File: src/rtl/atr_mon_pkg.sv
package atr_mon_pkg;

    typedef enum logic [1:0] {
        ST_IDLE     = 2'd0,
        ST_RST_LOW  = 2'd1,
        ST_RST_HIGH = 2'd2,
        ST_DONE     = 2'd3
    } atr_state_e;

endpackage

File: src/rtl/atr_io_edge.sv
module atr_io_edge #(
    parameter int SYNC_STAGES = 2
) (
    input  logic clk,
    input  logic rst_n,
    input  logic card_clk_en,
    input  logic io_level,
    output logic io_fall
);

    localparam int HIST_W = SYNC_STAGES + 1;

    logic [HIST_W-1:0] sh_d, sh_q;

    always_comb begin
        sh_d = sh_q;
        if (card_clk_en) begin
            sh_d = {sh_q[HIST_W-2:0], io_level};
        end
    end

    always_ff @(posedge clk or negedge rst_n) begin
        if (!rst_n) begin
            sh_q <= '1;
        end else begin
            sh_q <= sh_d;
        end
    end

    // Fall seen when the oldest history bit is high and the synchronized level is low.
    assign io_fall = card_clk_en & sh_q[HIST_W-1] & ~sh_q[HIST_W-2];

    // history only moves on enabled card clock cycles
    a_r11_hold_without_enable: assert property (@(posedge clk) disable iff (!rst_n)
        !card_clk_en |=> $stable(sh_q));

endmodule

File: src/rtl/atr_seq.sv
module atr_seq
    import atr_mon_pkg::*;
#(
    parameter int IGNORE_CLKS = 200,
    parameter int EARLY_CLKS  = 352,
    parameter int WINDOW_CLKS = 41950
) (
    input  logic clk,
    input  logic rst_n,
    input  logic card_clk_en,
    input  logic io_fall,
    input  logic cold_start,
    input  logic warm_req,
    input  logic abort,
    output logic card_rst,
    output logic early_flag,
    output logic mute_flag,
    output logic done,
    output logic warm_clr
);

    localparam int CNT_W = $clog2(WINDOW_CLKS + 1);
    localparam logic [CNT_W-1:0] IGN_C  = CNT_W'(IGNORE_CLKS);
    localparam logic [CNT_W-1:0] ERL_C  = CNT_W'(EARLY_CLKS);
    localparam logic [CNT_W-1:0] LAST_C = CNT_W'(WINDOW_CLKS - 1);

    typedef struct packed {
        atr_state_e       state;
        logic [CNT_W-1:0] cnt;
        logic             rst;
        logic             early;
        logic             mute;
        logic             warm_clr;
    } seq_regs_t;

    seq_regs_t r_d, r_q;

    always_comb begin
        r_d          = r_q;
        r_d.warm_clr = 1'b0;
        if (abort) begin
            r_d.state = ST_IDLE;
            r_d.cnt   = '0;
            r_d.rst   = 1'b0;
        end else begin
            unique case (r_q.state)
                ST_IDLE: begin
                    if (cold_start) begin
                        r_d.state = ST_RST_LOW;
                        r_d.cnt   = '0;
                        r_d.rst   = 1'b0;
                        r_d.early = 1'b0;
                        r_d.mute  = 1'b0;
                    end
                end
                ST_RST_LOW: begin
                    if (card_clk_en) begin
                        if (io_fall && (r_q.cnt >= IGN_C)) begin
                            r_d.state    = ST_DONE;
                            r_d.early    = (r_q.cnt < ERL_C);
                            r_d.warm_clr = 1'b1;
                        end else if (r_q.cnt == LAST_C) begin
                            r_d.state = ST_RST_HIGH;
                            r_d.cnt   = '0;
                            r_d.rst   = 1'b1;
                        end else begin
                            r_d.cnt = r_q.cnt + 1'b1;
                        end
                    end
                end
                ST_RST_HIGH: begin
                    if (card_clk_en) begin
                        if (io_fall) begin
                            r_d.state    = ST_DONE;
                            r_d.early    = (r_q.cnt < ERL_C);
                            r_d.warm_clr = 1'b1;
                        end else if (r_q.cnt == LAST_C) begin
                            r_d.state    = ST_DONE;
                            r_d.mute     = 1'b1;
                            r_d.warm_clr = 1'b1;
                        end else begin
                            r_d.cnt = r_q.cnt + 1'b1;
                        end
                    end
                end
                ST_DONE: begin
                    if (warm_req) begin
                        r_d.state = ST_RST_LOW;
                        r_d.cnt   = '0;
                        r_d.rst   = 1'b0;
                        r_d.early = 1'b0;
                        r_d.mute  = 1'b0;
                    end
                end
                default: r_d.state = ST_IDLE;
            endcase
        end
    end

    always_ff @(posedge clk or negedge rst_n) begin
        if (!rst_n) begin
            r_q <= '{state: ST_IDLE, cnt: '0, rst: 1'b0, early: 1'b0,
                     mute: 1'b0, warm_clr: 1'b0};
        end else begin
            r_q <= r_d;
        end
    end

    assign card_rst   = r_q.rst & ~abort;
    assign early_flag = r_q.early;
    assign mute_flag  = r_q.mute;
    assign done       = (r_q.state == ST_DONE);
    assign warm_clr   = r_q.warm_clr;

    // an edge inside the ignore window never ends the reset-low phase
    a_r2_ignore_window: assert property (@(posedge clk) disable iff (!rst_n)
        (r_q.state == ST_RST_LOW && io_fall && r_q.cnt < IGN_C)
        |=> (r_q.state != ST_DONE));

    // early flag only rises on an edge judged below the early limit
    a_r3_early_limit: assert property (@(posedge clk) disable iff (!rst_n)
        $rose(r_q.early) |-> ($past(r_q.cnt) < ERL_C));

    // counter never passes the last window value
    a_r5_count_bound: assert property (@(posedge clk) disable iff (!rst_n)
        r_q.cnt <= LAST_C);

    // mute only follows the reset-high phase
    a_r7_mute_after_high: assert property (@(posedge clk) disable iff (!rst_n)
        $rose(r_q.mute) |-> ($past(r_q.state) == ST_RST_HIGH));

    // warm clear is a single-cycle pulse landing in the finished state
    a_r8_clear_pulse: assert property (@(posedge clk) disable iff (!rst_n)
        r_q.warm_clr |=> !r_q.warm_clr);
    a_r8_clear_with_done: assert property (@(posedge clk) disable iff (!rst_n)
        r_q.warm_clr |-> (r_q.state == ST_DONE));

    // abort leaves the block idle, count cleared, reset low
    a_r10_abort_idle: assert property (@(posedge clk) disable iff (!rst_n)
        abort |=> (r_q.state == ST_IDLE && r_q.cnt == '0 && !r_q.rst));

endmodule

File: src/rtl/atr_reset_monitor.sv
module atr_reset_monitor #(
    parameter int IGNORE_CLKS = 200,
    parameter int EARLY_CLKS  = 352,
    parameter int WINDOW_CLKS = 41950,
    parameter int SYNC_STAGES = 2
) (
    input  logic clk,
    input  logic rst_n,
    input  logic card_clk_en,
    input  logic io_level,
    input  logic cold_start,
    input  logic warm_req,
    input  logic abort,
    output logic card_rst,
    output logic early_flag,
    output logic mute_flag,
    output logic done,
    output logic warm_clr
);

    logic io_fall;

    atr_io_edge #(
        .SYNC_STAGES(SYNC_STAGES)
    ) u_edge (
        .clk        (clk),
        .rst_n      (rst_n),
        .card_clk_en(card_clk_en),
        .io_level   (io_level),
        .io_fall    (io_fall)
    );

    atr_seq #(
        .IGNORE_CLKS(IGNORE_CLKS),
        .EARLY_CLKS (EARLY_CLKS),
        .WINDOW_CLKS(WINDOW_CLKS)
    ) u_seq (
        .clk        (clk),
        .rst_n      (rst_n),
        .card_clk_en(card_clk_en),
        .io_fall    (io_fall),
        .cold_start (cold_start),
        .warm_req   (warm_req),
        .abort      (abort),
        .card_rst   (card_rst),
        .early_flag (early_flag),
        .mute_flag  (mute_flag),
        .done       (done),
        .warm_clr   (warm_clr)
    );

endmodule

File: config.mk
export PLATFORM = sky130hd
export DESIGN_NAME = atr_reset_monitor
export DESIGN_NICKNAME = d
export VERILOG_FILES = /design/src/rtl/atr_mon_pkg.sv /design/src/rtl/atr_io_edge.sv /design/src/rtl/atr_seq.sv /design/src/rtl/atr_reset_monitor.sv
export SDC_FILE = /design/constraint.sdc
export NUM_CORES = 1
export LEC_CHECK = 0
export ABC_CLOCK_PERIOD_IN_PS = 5300
export BUFFER_PORTS_ARGS = -buffer_cell sky130_fd_sc_hd__buf_2
export CAP_MARGIN = 20
export CORE_MARGIN = 10
export CORE_UTILIZATION = 45
export DETAILED_ROUTE_END_ITERATION = 12
export HOLD_SLACK_MARGIN = 0.15
export PLACE_DENSITY = 0.6
export SYNTH_ARGS = -nofsm -noshare
export SYNTH_HDL_FRONTEND = slang
export SYNTH_SLANG_ARGS = --single-unit
File: constraint.sdc
create_clock -name clk -period 5.3 [get_ports clk]
set_clock_uncertainty 0.2 [all_clocks]
set_input_delay 1.06 -clock clk [delete_from_list [all_inputs] [get_ports clk]]
set_output_delay 1.06 -clock clk [all_outputs]
set_load 0.005 [all_outputs]
Word level (Yosys, flattened, before mapping)
Cells that the tools add are included.
Widths: inputs -> output; s select.
- output and inout bits: 5
- input bits: 7
- register bits after elaboration: 25
- logic and storage cells: 74
- reduce and logical (&&, ||, !) cells: 9
- multiplexer cells: 28
- equality and inequality tests: 22
- magnitude comparators: 2
- add/sub/neg operators: 1
- bitwise logic cells: 5
- operator list (cell ; count):
    $pmux 18 s4 ; 1
    $mux 16 ; 3
    $mux 21 ; 2
    $ne 3x3->1 const B ; 7
    $reduce_and 7->1 ; 3
    $mux 20 ; 1
    $mux 19 ; 1
    $mux 18 ; 1
    $mux 17 ; 1
    $add 16x1->16 const B ; 1
    $eq 16x16->1 const B ; 1
    $ge 16x8->1 const B ; 1
    $lt 16x9->1 const B ; 1
    $reduce_and 6->1 ; 2
    $mux 2 ; 5
    $ne 2x2->1 const B ; 5
    $mux 1 ; 8
    $ne 4x2->1 const B ; 2
    $ne 2x1->1 const B ; 3
    $pmux 1 s3 ; 2
    $eq 2x2->1 const B ; 2
    $pmux 1 s4 ; 1
    $reduce_bool 4->1 ; 1
    $and 1x1->1 ; 3
    other kinds (8) ; 9

Logic depth before layout (Yosys ltp)
- depth in word-level cells: 7
- depth in mapped cells: 10
- gate-level depth less buffers: 7

Hierarchy
From an unflattened synthesis, not the netlist that was laid out.
- cells, all modules: 192
- area total of the unflattened synthesis: 1686.6 um^2
- modules (own cells, without submodules) (module ; times used ; cells each ; area an instance (um^2) ; seq. area each (um^2)):
    atr_seq ; 1 ; 185 ; 1564.0 ; 550.5
    atr_io_edge ; 1 ; 7 ; 122.6 ; 78.8

Least setup slack after synthesis
OpenSTA, ideal clock, no wires.
- path type: input port to flip-flop
- start: input abort
- end: register u_seq.r_q[12] (netlist name)
- path buffers: 2
- stages on the path: 7
- required time: 4.976 ns
- data arrival time: 2.406 ns
- setup time: 0.124 ns
- slack: 2.570 ns
- path through: clkbuf_1 -> clkinv_1 -> nand3_1 -> nand2_1 -> buf_6 -> and3_1 -> a211o_1
- longest elaborated chain between the ends: 2
- elaborated cells on any way between the ends: 9
- classes of those cells: 7 x eq/ne; 1 x mux; 1 x reduce/logical
- ends and longest elaborated chain (what ; RTL line ; RTL):
    start: declaration ; atr_reset_monitor.sv:13 ; input logic abort,
    $ne 3x3->1 (no source line) ; n/a ;
    $reduce_and 7->1 (no source line) ; n/a ;
    end signal: assignment ; atr_seq.sv:102 ; r_q <= '{state: ST_IDLE, cnt: '0, rst: 1'b0, early: 1'b0,
    end signal: assignment ; atr_seq.sv:105 ; r_q <= r_d;
    end: declaration ; atr_seq.sv:36 ; seq_regs_t r_d, r_q;
Parallel ways exist; a longest one is shown, timed or not.
A chain may end at the register's enable or synchronous reset.

Final worst setup path
- start: register u_seq.r_q[16] (netlist name)
- end: register u_seq.r_q[15] (netlist name)
- longest elaborated chain between the ends: 6
- elaborated cells on any way between the ends: 11
- classes of those cells: 1 x order compare; 3 x eq/ne; 5 x mux; 2 x reduce/logical
- ends and longest elaborated chain (what):
    branches (longest 6 deep; another with $ge 16x8->1)
Parallel ways; which one is timed is not known. The select of a mux whose other input is x is not followed.

==> results.md <==
- Post-CTS Setup Bufs: 0
- Critical Path Fanout Max: 20
- Worst slew pin tran: roughly 0.76 ns
- Share of cells above drive strength 1: 0.161
- Final ANT Viol Nets: 0
- Power Density: roughly 330 nW/um2
- Syn Nets: a little under 200
- # DRC: 0
- Area of the multi-input gates: 998 um2
- Max cap viols: 0
- GRT Overall Usage: 0.130
- I/O Pins: 12
- Post-synth top flop: dfrtp_1
- I/O Buffers: 11
- Total Nets Final: approximately 210
- Starting Density: 0.467
- HPWL Detailed: 2990 um
- Peak supply drop: roughly 0.00024 V
- Most area-hungry cell type in the Yosys netlist: dfrtp_1
- Worst Setup End Kind: flop
- Cell Area, Synth: 1710 um2
- Root Driver: clkbuf_8
- Post-Synthesis Cells: about 190
- Ant. Diodes: 0
- Routed WL per cell: ~17 um
- Vias in the first global route: approximately 1,500
- Static Leak: a little under 0.8 nW
- Die Height: 81.6 um
- #FFs+latches synth: 25
- H-tree depth: 1
- RSZ-0062 raised after global routing: false
- Clock buffer depth: 2
- Final Wtd Congestion: 0.877
- Slew Viols, Final: 0
- Die area: ~6700 um2
- Core area: between 3000 and 4000 um2
- Top-area cell type share of the netlist area: 0.322
- Netlist cell types: 53
- Via count: roughly 1,500
- Storage cell area: 629 um2
- CP Launch Type: flop
- Hold buffer count at cts: 0
- DRT Pass-1 Iters: 4
- Clk sinks: 25
- Total Wirelength: ~4100 um
- Clk_lat worst skew: approximately 0.27 ns
- Iter 0 DRT Violations: 147
- Slew headroom: 0.488
- FP Rows: 22
- Arrival @ worst endpoint: around 2.9 ns
- Area added between synthesis and finish: 6.45%
- Seq/Total Area, Yosys: 0.368
- EDFF count, synth: 0
- Post-CTS Resized: 0
- CTS tree: done
- Min Tclk post-route: just under 3 ns
- Highest achievable clock rate: approximately 0.34 GHz
- Post-synth ARST share: 1.00
- Syn Area/Cell: roughly 9 um2
- Largest net degree at the start of global routing: 26
- CP required: 5.26 ns
- First-pass GRT wire length: between 7000 and 8000 um
- Initial antenna violation count: 0
- Period utilisation layout: 0.551
- HP Class: flop to flop
- Synth warn: 0
- Chip width: between 80 and 90 um
- WS Path Type: flop to flop
- CTS buffer count: 3
- Setup_tns: 0 ns
- Clock Pin Slew Worst Setup and Hold Paths: approximately 0.090 ns
- Status: finished, final reports clean
- Vias/cell: approximately 6.4
- Total gr overflow: 0
- Setup violators final: 0
- Synth area leaders: dfrtp_1, nand3_1, ha_1, dfstp_2, nand2_1
- Hold_ws: 0.315 ns
- Number of fill cells in the layout: roughly 350
- Final Hold Vio Count: 0
[final timing paths]
kind | from | cells past startpoint | to | slack (ns)
min reg2reg | u_seq.early_flag | 1 | u_seq.early_flag | 0.32
min in group asynchronous | rst_n | 1 | u_seq.r_q[14] | 0.57
max reg2reg | u_seq.r_q[16] | 5 | u_seq.r_q[15] | 2.38
max in group asynchronous | rst_n | 1 | u_seq.r_q[7] | 3.95
min | u_seq.early_flag | 1 | u_seq.early_flag | 0.32
max | u_seq.r_q[16] | 5 | u_seq.r_q[15] | 2.38
[per-stage QoR]
| step | power (mW) | util | setup WS (ns) | std cells | area [um2] |
|---|---|---|---|---|---|
| 3_5_place_dp | 0.489 | 0.484 | 2.22 | 236 | 1770 |
| 2_1_floorplan | 0.442 | - | 2.57 | 185 | 1710 |
| 5_1_grt | 0.643 | 0.497 | 2.19 | 240 | 1820 |
| 4_1_cts | 0.604 | 0.497 | 2.41 | 240 | 1820 |
| 6_report | 0.603 | 0.497 | 2.38 | 240 | 1820 |
| 3_3_place_gp | 0.487 | 0.484 | 2.32 | 236 | 1770 |
[critical path: stages, from the launching register on]
cell and delay [ns]:
dfrtp_1 0.45, or4_4 0.57, o41ai_2 0.48, nand2_1 0.49
and3_1 0.34, a211o_1 0.26
[sequential cells by signal, indices dropped and copies added, names as in the netlist]
name / flops
u_seq.mute_flag: 1
u_edge.sh_q: 3
u_seq.warm_clr: 1
u_seq.early_flag: 1
u_seq.r_q: 19
[area by class of cell]
class | instances | area share
Tap cell | 48 | 0.0330
Multi-Input combinational cell | 144 | 0.549
Inverter | 8 | 0.0165
Timing Repair Buffer | 11 | 0.0303
Clock buffer | 4 | 0.0248
Sequential cell | 25 | 0.346
[per-layer routing]
metal / share of wire / routed length [um] / global-route usage / vias up
met3: 0.062 / 253 / 0.0240 / 6
met5: 0 / 0 / 0 / -
met1: 0.48 / 1950 / 0.187 / 742
met4: 0.014 / 55 / 0.0408 / 0
met2: 0.44 / 1810 / 0.193 / 56
li1: - / - / - / 730
[report_power, final]
part | internal, mW | total (mW) | switching, mW
Sequential | 0.206 | 0.218 | 0.0116
Combinational | 0.0972 | 0.271 | 0.174
Clock | 0.0538 | 0.114 | 0.0599
[kinds of logic (layout without fill, tap and decap cells)]
| group | Yosys count | in the layout | synth area share |
|---|---|---|---|
| buf+inv | 16 | 23 | 0.0469 |
| simple gates | 81 | 81 | 0.261 |
| fa+ha+maj | 7 | 7 | 0.0513 |
| compound gates | 49 | 49 | 0.229 |
| flops | 25 | 25 | 0.369 |
| mux | 7 | 7 | 0.0440 |
[placed cells by master (no fill, tap or decap), types with 2 or more instances in the layout]
| cell type | instances |
|---|---|
| clkbuf_8 | 3 |
| nor4_1 | 8 |
| and2_1 | 2 |
| a211o_1 | 3 |
| nor3_1 | 6 |
| and3b_1 | 2 |
| mux2_2 | 4 |
| nand3_1 | 18 |
| a221o_1 | 2 |
| and3_1 | 5 |
| mux2i_1 | 3 |
| a31oi_1 | 7 |
| o31ai_1 | 2 |
| nand2_1 | 16 |
| o22a_1 | 2 |
| dfrtp_1 | 22 |
| o211ai_1 | 3 |
| nand4b_1 | 2 |
| ha_1 | 7 |
| a22o_1 | 2 |
| nor2_1 | 6 |
| nand4_1 | 4 |
| o21ai_1 | 2 |
| o21ai_0 | 3 |
| dfstp_2 | 3 |
| nor2b_1 | 3 |
| buf_2 | 11 |
| inv_1 | 7 |
| a21oi_1 | 11 |
[synthesized netlist by cell type (2+ instances only)]
| master | instances |
|---|---|
| dfstp_2 | 3 |
| nor3_1 | 6 |
| nor2_1 | 6 |
| nand4_1 | 4 |
| and3_1 | 5 |
| mux2_2 | 4 |
| and2_1 | 2 |
| o21ai_1 | 2 |
| nand2_1 | 16 |
| a211o_1 | 3 |
| nor2b_1 | 3 |
| a22o_1 | 2 |
| a221o_1 | 2 |
| a21oi_1 | 11 |
| o31ai_1 | 2 |
| a31oi_1 | 7 |
| nor4_1 | 8 |
| nand4b_1 | 2 |
| mux2i_1 | 3 |
| clkbuf_1 | 4 |
| ha_1 | 7 |
| inv_1 | 7 |
| o211ai_1 | 3 |
| dfrtp_1 | 22 |
| o21ai_0 | 3 |
| buf_6 | 2 |
| and3b_1 | 2 |
| nand3_1 | 18 |
| o22a_1 | 2 |
Power figures use the tool's default switching activity.
